$ cat config.mk
export PLATFORM = sky130hd
export DESIGN_NAME = bm_datapath
export DESIGN_NICKNAME = d
export VERILOG_FILES = /design/src/rtl/bm_pkg.sv /design/src/rtl/bm_latch.sv /design/src/rtl/bm_lane.sv /design/src/rtl/bm_datapath.sv
export SDC_FILE = /design/constraint.sdc
export NUM_CORES = 1
export LEC_CHECK = 0
export CAP_MARGIN = 20
export CORE_AREA = 2 2 122 124
export DETAILED_ROUTE_END_ITERATION = 10
export DIE_AREA = 0 0 124 126
export HOLD_SLACK_MARGIN = 0.03
export PLACE_DENSITY = 0.81
export SYNTH_ARGS = -nofsm -noshare
export SYNTH_HDL_FRONTEND = slang
export SYNTH_HIERARCHICAL = 1
export SYNTH_SLANG_ARGS = --single-unit
$ cat constraint.sdc
create_clock -name clk -period 3.9 [get_ports clk]
set_clock_uncertainty 0.1 [all_clocks]
set_input_delay 0.78 -clock clk [delete_from_list [all_inputs] [get_ports clk]]
set_output_delay 0.78 -clock clk [all_outputs]
set_load 0.02 [all_outputs]
$ cat src/rtl/bm_pkg.sv
// Shared sizes and helpers for the byte-merge datapath.
package bm_pkg;
    localparam int LANES    = 4;
    localparam int LANE_W   = 8;
    localparam int WORD_W   = LANES * LANE_W;
    localparam int CHK_W    = 8;
    localparam int MODE_W   = 3;

    typedef logic [LANE_W-1:0] lane_t;
    typedef logic [WORD_W-1:0] word_t;

    // True when the mode field asks for corrected data on the output path.
    function automatic logic use_corrected(input logic [MODE_W-1:0] m);
        return (m[1:0] == 2'b11);
    endfunction
endpackage

$ cat src/rtl/bm_latch.sv
// Latch-like holding stage built from one clocked register.
// While open, q follows d in the same cycle; while closed, q keeps the value
// registered at the last rising edge it was open. OPEN_HIGH picks whether
// en=1 or en=0 opens the stage. Assumes a single clock and synchronous
// active-low reset that clears the held value.
module bm_latch #(
    parameter int W         = 32,
    parameter bit OPEN_HIGH = 1'b1
) (
    input  logic         clk,
    input  logic         rst_n,
    input  logic         en,
    input  logic [W-1:0] d,
    output logic [W-1:0] q
);
    logic         is_open;
    logic [W-1:0] held;

    generate
        if (OPEN_HIGH) begin : g_high
            assign is_open = en;
        end else begin : g_low
            assign is_open = !en;
        end
    endgenerate

    // Pass-through while open, otherwise present the held copy.
    always_comb begin
        q = is_open ? d : held;
    end

    // Record the visible value each edge so a close keeps the last open value.
    always_ff @(posedge clk) begin
        if (!rst_n) held <= '0;
        else        held <= q;
    end

    // a stage closed on two successive cycles keeps its output
    latch_hold_chk: assert property (@(posedge clk) disable iff (!rst_n)
        (!is_open && $past(!is_open) && $past(rst_n)) |-> $stable(q));
endmodule

$ cat src/rtl/bm_lane.sv
// One byte lane: chooses old memory byte or new system byte for the merged
// word, computes the byte's parity with selectable sense, and forms the
// per-byte system drive enable. Purely combinational.
module bm_lane
    import bm_pkg::*;
(
    input  lane_t old_byte,
    input  lane_t new_byte,
    input  logic  keep_old,
    input  logic  parity_odd,
    input  logic  sys_oe_n,
    output lane_t merged,
    output logic  par,
    output logic  drv
);
    // Byte steering, parity and drive enable for this lane.
    always_comb begin
        merged = keep_old ? old_byte : new_byte;
        par    = (^old_byte) ^ parity_odd;
        drv    = keep_old && !sys_oe_n;
    end
endmodule

$ cat src/rtl/bm_datapath.sv
// Top of the byte-merge partial-write datapath. Holds the system word, the
// memory word with checkbits, and an optional pipelined copy of the chosen
// (corrected or raw) memory word. Builds the per-byte merged word toward
// memory and the checkbit generator, per-byte parity toward the system side,
// and drive enables for both buses. Assumes the corrector is external and
// returns corr_data combinationally from mem_word_lat/chk_lat.
module bm_datapath
    import bm_pkg::*;
(
    input  logic              clk,
    input  logic              rst_n,
    input  logic [31:0]       sys_din,
    input  logic              sys_capture,
    input  logic [31:0]       mem_din,
    input  logic [7:0]        chk_din,
    input  logic              mem_capture,
    input  logic              pipe_hold,
    input  logic [31:0]       corr_data,
    input  logic [2:0]        mode,
    input  logic              parity_odd,
    input  logic              sys_oe_n,
    input  logic              mem_oe_n,
    input  logic [3:0]        byte_sel,
    output logic [31:0]       sys_dout,
    output logic [3:0]        sys_drv,
    output logic [3:0]        par_dout,
    output logic [3:0]        par_drv,
    output logic [31:0]       mem_dout,
    output logic              mem_drv,
    output logic [31:0]       merge_word,
    output logic [31:0]       mem_word_lat,
    output logic [7:0]        chk_lat
);
    word_t                   sys_word;
    word_t                   pick_word;
    word_t                   pipe_word;
    logic [WORD_W+CHK_W-1:0] mem_pack;
    word_t                   merged_all;

    bm_latch #(.W(WORD_W), .OPEN_HIGH(1'b1)) u_sys_stage (
        .clk(clk), .rst_n(rst_n), .en(sys_capture), .d(sys_din), .q(sys_word)
    );

    bm_latch #(.W(WORD_W + CHK_W), .OPEN_HIGH(1'b1)) u_mem_stage (
        .clk(clk), .rst_n(rst_n), .en(mem_capture),
        .d({chk_din, mem_din}), .q(mem_pack)
    );

    // Choose corrected or raw memory data for the output and merge path.
    always_comb begin
        pick_word = use_corrected(mode) ? corr_data : mem_pack[WORD_W-1:0];
    end

    bm_latch #(.W(WORD_W), .OPEN_HIGH(1'b0)) u_pipe_stage (
        .clk(clk), .rst_n(rst_n), .en(pipe_hold), .d(pick_word), .q(pipe_word)
    );

    genvar n;
    generate
        for (n = 0; n < LANES; n++) begin : g_lane
            bm_lane u_lane (
                .old_byte  (pipe_word[n*LANE_W +: LANE_W]),
                .new_byte  (sys_word[n*LANE_W +: LANE_W]),
                .keep_old  (byte_sel[n]),
                .parity_odd(parity_odd),
                .sys_oe_n  (sys_oe_n),
                .merged    (merged_all[n*LANE_W +: LANE_W]),
                .par       (par_dout[n]),
                .drv       (sys_drv[n])
            );

            // driven parity bit plus its byte has the selected sense
            parity_sense_chk: assert property (@(posedge clk) disable iff (!rst_n)
                par_drv[n] |-> ((^{par_dout[n], sys_dout[n*LANE_W +: LANE_W]}) == parity_odd));

            // a cleared select takes the system stage byte
            merge_new_chk: assert property (@(posedge clk) disable iff (!rst_n)
                !byte_sel[n] |-> (merge_word[n*LANE_W +: LANE_W] == sys_word[n*LANE_W +: LANE_W]));
        end
    endgenerate

    // Drive the output ports from the internal nets.
    always_comb begin
        sys_dout     = pipe_word;
        par_drv      = sys_drv;
        merge_word   = merged_all;
        mem_dout     = merged_all;
        mem_drv      = !mem_oe_n;
        mem_word_lat = mem_pack[WORD_W-1:0];
        chk_lat      = mem_pack[WORD_W +: CHK_W];
    end

    // with the pipeline open and corrected mode, the output is corr_data
    corr_path_chk: assert property (@(posedge clk) disable iff (!rst_n)
        (!pipe_hold && use_corrected(mode)) |-> (sys_dout == corr_data));

    // a system drive enable implies an active output enable
    sys_drv_chk: assert property (@(posedge clk) disable iff (!rst_n)
        (|sys_drv) |-> !sys_oe_n);
endmodule

# Word-level counts from Yosys, hierarchy flattened

Index checks and enable logic that the tools add are counted.

Mux-type cells: 8
Reductions and logical operators: 10
Bitwise operators: 4
Eq/ne operators: 1

Operator list:

| kind                                  | count |
|---|---|
| 32-bit two-way mux                    | 3 |
| 40-bit two-way mux                    | 1 |
| 8-bit two-way mux                     | 4 |
| 8-bit parity                          | 4 |
| 1-bit logical AND                     | 4 |
| 1-bit bitwise XOR                     | 4 |
| 2-bit == test (second input constant) | 1 |
| 1-bit zero test                       | 2 |

Register bits: 104
Output and inout port bits: 149
Bits of input ports: 119
Logic and storage cells: 26

# Longest topological paths before layout

Gate-level depths: netlist of the first run.

Depth in word-level cells: 5
Mapped depth: 7
Mapped depth without buffers: 6

# Cells and area by module

The synthesis of the first run kept the hierarchy.

Modules (own cells, without submodules):

| module                       | cells an instance | instances | area each (um2) |
|---|---|---|---|
| bm_latch at u_pipe_stage ... | 103               | 2         | 1401.3 |
| bm_latch at u_mem_stage      | 128               | 1         | 1721.7 |
| bm_datapath                  | 73                | 1         | 818.3 |
| bm_lane                      | 17                | 4         | 183.9 |

# Worst setup path after synthesis of the first run

No wires, ideal clock.

Kind: input to output
Start point: input mem_capture
End point: output par_dout[2]
Required time: 3.020 ns
Data arrival time: 2.829 ns
Setup slack: 0.191 ns
Stages on the path: 7
Path through: buf_6 > mux2_4 > mux2_4 > mux2_4 > xnor2_1 > xnor3_1 > xnor2_1

Longest elaborated chain between the ends: 5

Ends and longest elaborated chain:

| what                 | line              | RTL |
|---|---|---|
| start: declaration   | bm_datapath.sv:16 | `input logic mem_capture,` |
| 40-bit two-way mux   | bm_latch.sv:29    | `q = is_open ? d : held;` |
| via mem_word_lat[18] | bm_datapath.sv:31 | `output logic [31:0] mem_word_lat,` |
| 32-bit two-way mux   | bm_datapath.sv:51 | `pick_word = use_corrected(mode) ? corr_data : mem_pack[WORD_W-1:0];` |
| via pick_word[18]    | bm_datapath.sv:35 | `word_t pick_word;` |
| 32-bit two-way mux   | bm_latch.sv:29    |  |
| via sys_dout[18]     | bm_datapath.sv:24 | `output logic [31:0] sys_dout,` |
| 8-bit parity         | bm_lane.sv:19     | `par = (^old_byte) ^ parity_odd;` |
| 1-bit bitwise XOR    | bm_lane.sv:19     |  |
| end: declaration     | bm_datapath.sv:26 | `output logic [3:0] par_dout,` |

The timed path passes the listed nets, and every way through them passes these cells.

# Worst setup path after layout of the first run

Start point: input mem_din[9]
End point: output mem_dout[9]

Longest elaborated chain between the ends: 4

Ends and longest elaborated chain:

| what               | line              | RTL |
|---|---|---|
| start: declaration | bm_datapath.sv:14 | `input logic [31:0] mem_din,` |
| 40-bit two-way mux | bm_latch.sv:29    |  |
| 32-bit two-way mux | bm_datapath.sv:51 |  |
| via pick_word[9]   | bm_datapath.sv:35 |  |
| 32-bit two-way mux | bm_latch.sv:29    |  |
| 8-bit two-way mux  | bm_lane.sv:18     | `merged = keep_old ? old_byte : new_byte;` |
| end: declaration   | bm_datapath.sv:28 | `output logic [31:0] mem_dout,` |

The timed path passes the listed nets, and every way through them passes these cells.

==> impl_metrics.tcl, run 1 <==
set metrics [dict create \
    outcome "finished, final reports clean" \
    rsz0062_at_grt "yes" \
    fmax_mhz 259 \
    yosys_warnings 6 \
    utilization_pct 65.6 \
    initial_core_util_pct 42.5 \
    combPwrFrac_pct 41.2 \
    overflow 0 \
    ioPinCount 268 \
    r2r_cells 5 \
    rr_endpoint "u_pipe_stage/held[22]$_SDFF_PN0_" \
    met2RoutedLength_mm 8.71 \
    min-delay-start "u_sys_stage/held[5]$_SDFF_PN0_" \
    path_max_fanout 3 \
    critical_path.startpoint_type "input port" \
    min_to "u_sys_stage/held[5]$_SDFF_PN0_" \
    grt_max_degree 53 \
    r2r_slack_ns 2.28 \
    port_buffers 266 \
    drt_first_iter_violations 110 \
    clkPwrFrac_pct 24.5 \
    syn_inst 475 \
    leakage_nw 4.48 \
    p_sw_mw 0.989 \
    drt.antenna.violating_nets 0 \
    vias 4426 \
    htreeDepth 3 \
    hold_path_class "reg -> reg" \
    r2r-start "u_mem_stage/held[22]$_SDFF_PN0_" \
    slew_headroom_pct 49.1 \
    m1WireLength_mm 6.34 \
    cts_max_path_buffers 2 \
    crit_path_end_kind "output pin" \
    clk_latency_ns 0.34 \
    die_w_um 124 \
    power_density_nw_per_um2 356 \
    worstPathRequired_ns 3.02 \
    cap_violations 0 \
    layout_common_cells "clkdlybuf4s50_1, mux2_4, dfxtp_1" \
    synthToLayoutAreaGrowth_pct 54.5 \
    hold_viol_final 0 \
    antenna_found_initial 0 \
    setup_viol_count_final 0 \
    hold_path_depth 2 \
    hpwlAfterDp_mm 12.7 \
    drc 0 \
    min_period_over_period_pct 98.9 \
    timing.hold.ws_ns 0.478 \
    path_class "in -> out" \
    cts.sinks 104 \
    grt_pass1_wl_mm 25.2 \
    wl_met3_mm 1.17 \
    fin_nets 888 \
    cts-root-buf "clkbuf_16" \
    wl_per_cell_um 17.4 \
    grt.total_usage_pct 21.0 \
    dr.max_layer_used "met4" \
    gp_congestion 0.766 \
    critical_path_arrival_ns 2.98 \
    core_um2 14300 \
    slew_viol_final 0 \
    dr.pass1.iters 4 \
    ir_drop_uv 206 \
    grt_pass1_vias 4773 \
    diodes 0 \
    syn-num-nets 594 \
    ys_types 17 \
    internal_power_mw 2.36 \
    wirelength_mm 16.6 \
    rows 44 \
    cts.clk_slew.worst_paths_ns 0.06 \
    seq_power_share_pct 34.2 \
    power.share.switching_pct 29.5 \
    dieArea_um2 15600 \
    cts_buffers 9 \
    viasPerCell 4.63 \
    cts_hold_buf 0 \
    syn-cell-area_um2 6080 \
    syn_area_per_cell_um2 12.8 \
    tightest_slew_ns 0.763 \
    chipHeight_um 126 \
    cts_tree "built" \
    final_layout_size_suffix_gt1_share_pct 37.0 \
    ys_seq_area_share_pct 34.3 \
    post-route-min-period_ns 3.86 \
    final_common_cell "clkdlybuf4s50_1" \
    synth-seq-cells 104 \
]
-- kinds of logic after synthesis --
family | count (synthesis) | share of synthesized area, %
buf+inv | 66 | 9.53
mux | 168 | 39.2
simple gates | 109 | 11.6
flops | 104 | 34.3
xor+xnor | 28 | 5.43
-- layer usage --
metal  track usage, %  vias up
met5                0        -
met4             8.00        0
met3             5.16       29
met2             38.7      171
met1             22.8     2093
li1                 -     2133
-- flip-flops by register name, indices dropped and copies added, names as in the netlist --
name	cells
u_mem_stage/held	40
u_pipe_stage/held	32
u_sys_stage/held	32
-- cell type report --
class | instances | area, µm²
Clock buffer | 13 | 250
Clock inverter | 1 | 5.00
Fill cell | 1101 | 4920
Inverter | 1 | 3.75
Multi-Input combinational cell | 305 | 3450
Sequential cell | 104 | 2080
Tap cell | 184 | 230
Timing Repair Buffer | 348 | 3370
-- per-stage QoR --
stage / power (mW) / instance area, µm² / worst slack, ns / instances / setup TNS (ns)
finish: 3.35 / 9390 / 0.0444 / 956 / 0
global placement: 2.56 / 9070 / -0.575 / 939 / -8.33
global route: 3.49 / 9390 / -0.00690 / 956 / -0.00690
floorplan: 1.99 / 6080 / 0.191 / 475 / 0
detailed placement: 2.58 / 9070 / -0.558 / 939 / -8.37
CTS: 3.36 / 9320 / 0.000886 / 956 / 0
-- cells in the mapped netlist --
master | number | area [µm²]
buf_2 | 4 | 20.0
dfxtp_1 | 104 | 2080
mux2_2 | 38 | 428
nor2b_1 | 4 | 25.0
xnor3_1 | 4 | 90.1
buf_12 | 9 | 180
buf_4 | 36 | 270
buf_6 | 6 | 67.6
xnor2_1 | 16 | 140
mux2_4 | 130 | 1950
xnor2_2 | 4 | 65.1
and2_1 | 96 | 601
inv_1 | 1 | 3.75
and2_4 | 8 | 70.1
xor2_1 | 4 | 35.0
clkbuf_1 | 10 | 37.5
nand2_4 | 1 | 11.3
-- what timing repair did --
| action | 4_1_cts | 5_1_grt |
|---|---|---|
| gates resized for setup | 54 | 22 |
| setup endpoints to repair | 68 | 18 |
| buffers inserted | 3 | 0 |
| endpoints found under the hold margin | 0 | 0 |
| pin swaps | 2 | 2 |
| gates cloned | 0 | 0 |
-- worst max-delay path, stage by stage --
cell             delay, ns
clkdlybuf4s50_1       0.43
mux2_4                0.27
mux2_4                0.26
mux2_4                0.28
buf_4                 0.14
mux2_2                0.27
clkdlybuf4s50_1       0.54
-- power groups by stage --
stage	clock, mW	sequential (mW)	combinational (mW)
finish	0.821	1.15	1.38
global route	0.884	1.15	1.45
CTS	0.845	1.15	1.37
detailed placement	0	1.17	1.41
global placement	0	1.17	1.39
floorplan	0	1.16	0.827
-- worst max-delay path by stage --
stage	from	endpoint	slack (ns)	cells after the start
after floorplan	mem_capture	par_dout[2]	0.19	7
after global placement	mode[0]	par_dout[3]	-0.58	9
after detailed placement	mode[0]	par_dout[3]	-0.56	9
after CTS	mode[0]	mem_dout[2]	0.0009	9
after global routing	mem_din[25]	mem_dout[25]	-0.007	7
final	mem_din[9]	mem_dout[9]	0.04	7
(Power assumes the default switching activity.)
==> run 2, diff against run 1 <==
Settings changed: CORE_AREA 2 2 122 124 to 2 2 104 146, DIE_AREA 0 0 124 126 to 0 0 106 148.
==> run 2 against run 1 <==
Final area is 1.3% higher. Sequential power hardly changed. Combinational power hardly changed. Fmax is 0.35% lower. Largest cell class unchanged. Register-to-register slack worse by 0.04 ns. Global-route usage is 0.52 points higher.
==> impl_metrics.tcl, run 2 (same netlist as run 1, synthesis figures left out) <==
set metrics [dict create \
    hold_path_class "reg -> reg" \
    min_period_over_period_pct 99.2 \
    drt.antenna.violating_nets 0 \
    crit_path_end_kind "output pin" \
    fillCellCount 1126 \
    largest_reg_flops 40 \
    cts_max_path_buffers 2 \
    slew_headroom_pct 44.0 \
    grt_pass1_vias 4996 \
    core_um2 14400 \
    r2r_slack_ns 2.24 \
    final_common_cell "clkdlybuf4s50_1" \
    layout_common_cells "clkdlybuf4s50_1, mux2_4, dfxtp_1" \
    top_register "u_mem_stage/held" \
    utilization_pct 66.1 \
    finalNonFillerCells 974 \
    path_class "in -> out" \
    rr_endpoint "u_pipe_stage/held[29]$_SDFF_PN0_" \
    fin_area_um2 9510 \
    worstPathRequired_ns 3.02 \
    gp_congestion 0.819 \
    final_layout_size_suffix_gt1_share_pct 38.6 \
    hpwlAfterDp_mm 13.4 \
    power_density_nw_per_um2 363 \
    htreeDepth 3 \
    dieArea_um2 15700 \
    rows 52 \
    chipHeight_um 148 \
    fmax_mhz 258 \
    hold_path_depth 2 \
    grt_pass1_wl_mm 26.4 \
    viasPerCell 4.60 \
    slew_viol_final 0 \
    p_total_mw 3.45 \
    die_w_um 106 \
    critical_path_arrival_ns 2.99 \
    antenna_found_initial 0 \
    clk_latency_ns 0.34 \
    largest_registers "u_mem_stage/held x40, u_pipe_stage/held x32, u_sys_stage/held x32" \
    place_area_um2 9150 \
    leakage_nw 4.51 \
    min-delay-start "u_sys_stage/held[2]$_SDFF_PN0_" \
    critical_path.startpoint_type "input port" \
    cts_hold_buf 0 \
    dr.pass1.iters 4 \
    ir_drop_uv 187 \
    cap_violations 0 \
    port_buffers 266 \
    cts_tree "built" \
    cts-root-buf "clkbuf_16" \
    setup_viol_count_final 0 \
    cts_buffers 9 \
    r2r-start "u_mem_stage/held[29]$_SDFF_PN0_" \
    initial_core_util_pct 42.3 \
    dp_worst_setup_slack_ns -0.604 \
    diodes 0 \
    path_max_fanout 3 \
    ioPinCount 268 \
    wirelength_mm 17.2 \
    tightest_slew_ns 0.840 \
    cts.sinks 104 \
    overflow 0 \
    r2r_cells 5 \
    fin_nets 899 \
    post-route-min-period_ns 3.87 \
    cts.clk_slew.worst_paths_ns 0.07 \
    vias 4482 \
    grt_max_degree 57 \
    drc 0 \
    hold_viol_final 0 \
    dp_cells 954 \
    drt_first_iter_violations 88 \
    synthToLayoutAreaGrowth_pct 56.4 \
    rsz0062_at_grt "yes" \
    setup_slack_ns 0.0307 \
    min_to "u_sys_stage/held[2]$_SDFF_PN0_" \
    outcome "finished, final reports clean" \
    grt.total_usage_pct 21.5 \
    wl_per_cell_um 17.7 \
]
==> run 2: changes by cell type in the layout (fill, tap and decap cells not counted), sizes merged <==
cell           delta
clkdlybuf4s50     -9
dlygate4sd2      +17
clkinvlp          +1
clkbuf            -3
bufinv            +1
clkinv            +3
bufbuf            +1
dlymetal6s2s      -8
buf              +10
==> run 2: area by class of cell <==
class,count,area [µm²],area share (%)
inverters,1,3.75,0.0395
flip-flops and latches,104,2080,21.9
well taps,189,236,2.49
repair buffers,359,3420,36.0
multi-input cells,305,3450,36.3
clock inverters,6,68.8,0.724
clock buffers,10,239,2.51
==> run 2: routing by layer <==
metal  vias to the layer above  share of wire (%)  GRT usage [%]
li1                       2158                  -              -
met1                      2146                 36           21.9
met2                       151                 58           43.5
met3                        27                4.0           3.31
met4                         0                2.4           7.50
met5                         -                  0              0
==> run 2: stage by stage <==
step | hold slack (ns) | setup TNS, ns
floorplan | 0.448 | 0
global placement | 0.460 | -13.00
detailed placement | 0.464 | -13.76
CTS | 0.485 | -0.0232
global route | 0.503 | -0.0455
finish | 0.481 | 0
==> run 2: critical path, stage by stage <==
cell and delay (ns):
clkdlybuf4s50_1 0.40, mux2_4 0.27, mux2_2 0.27, mux2_2 0.30
buf_4 0.16, mux2_2 0.27, clkdlybuf4s50_1 0.54
==> run 2: worst max-delay path by stage <==
stage / cells past startpoint / start / endpoint
floorplan: 7 / mem_capture / par_dout[2]
global route: 11 / mem_capture / par_dout[2]
finish: 7 / mem_din[29] / merge_word[29]
global placement: 9 / mode[0] / par_dout[1]
detailed placement: 9 / mode[0] / par_dout[1]
CTS: 10 / mem_capture / par_dout[0]
==> run 2: where the power goes <==
group / switching [mW] / internal (mW) / total [mW]
registers: 0.0184 / 1.13 / 1.15
clock network: 0.402 / 0.518 / 0.920
logic: 0.600 / 0.785 / 1.39
total: 1.02 / 2.43 / 3.45
==> run 2: timing repair <==
| item | CTS | global route |
|---|---|---|
| setup buffers | 1 | 2 |
| pin swaps | 6 | 2 |
| gates resized for setup | 75 | 10 |
| cloned | 1 | 0 |
| setup endpoints to repair | 73 | 11 |
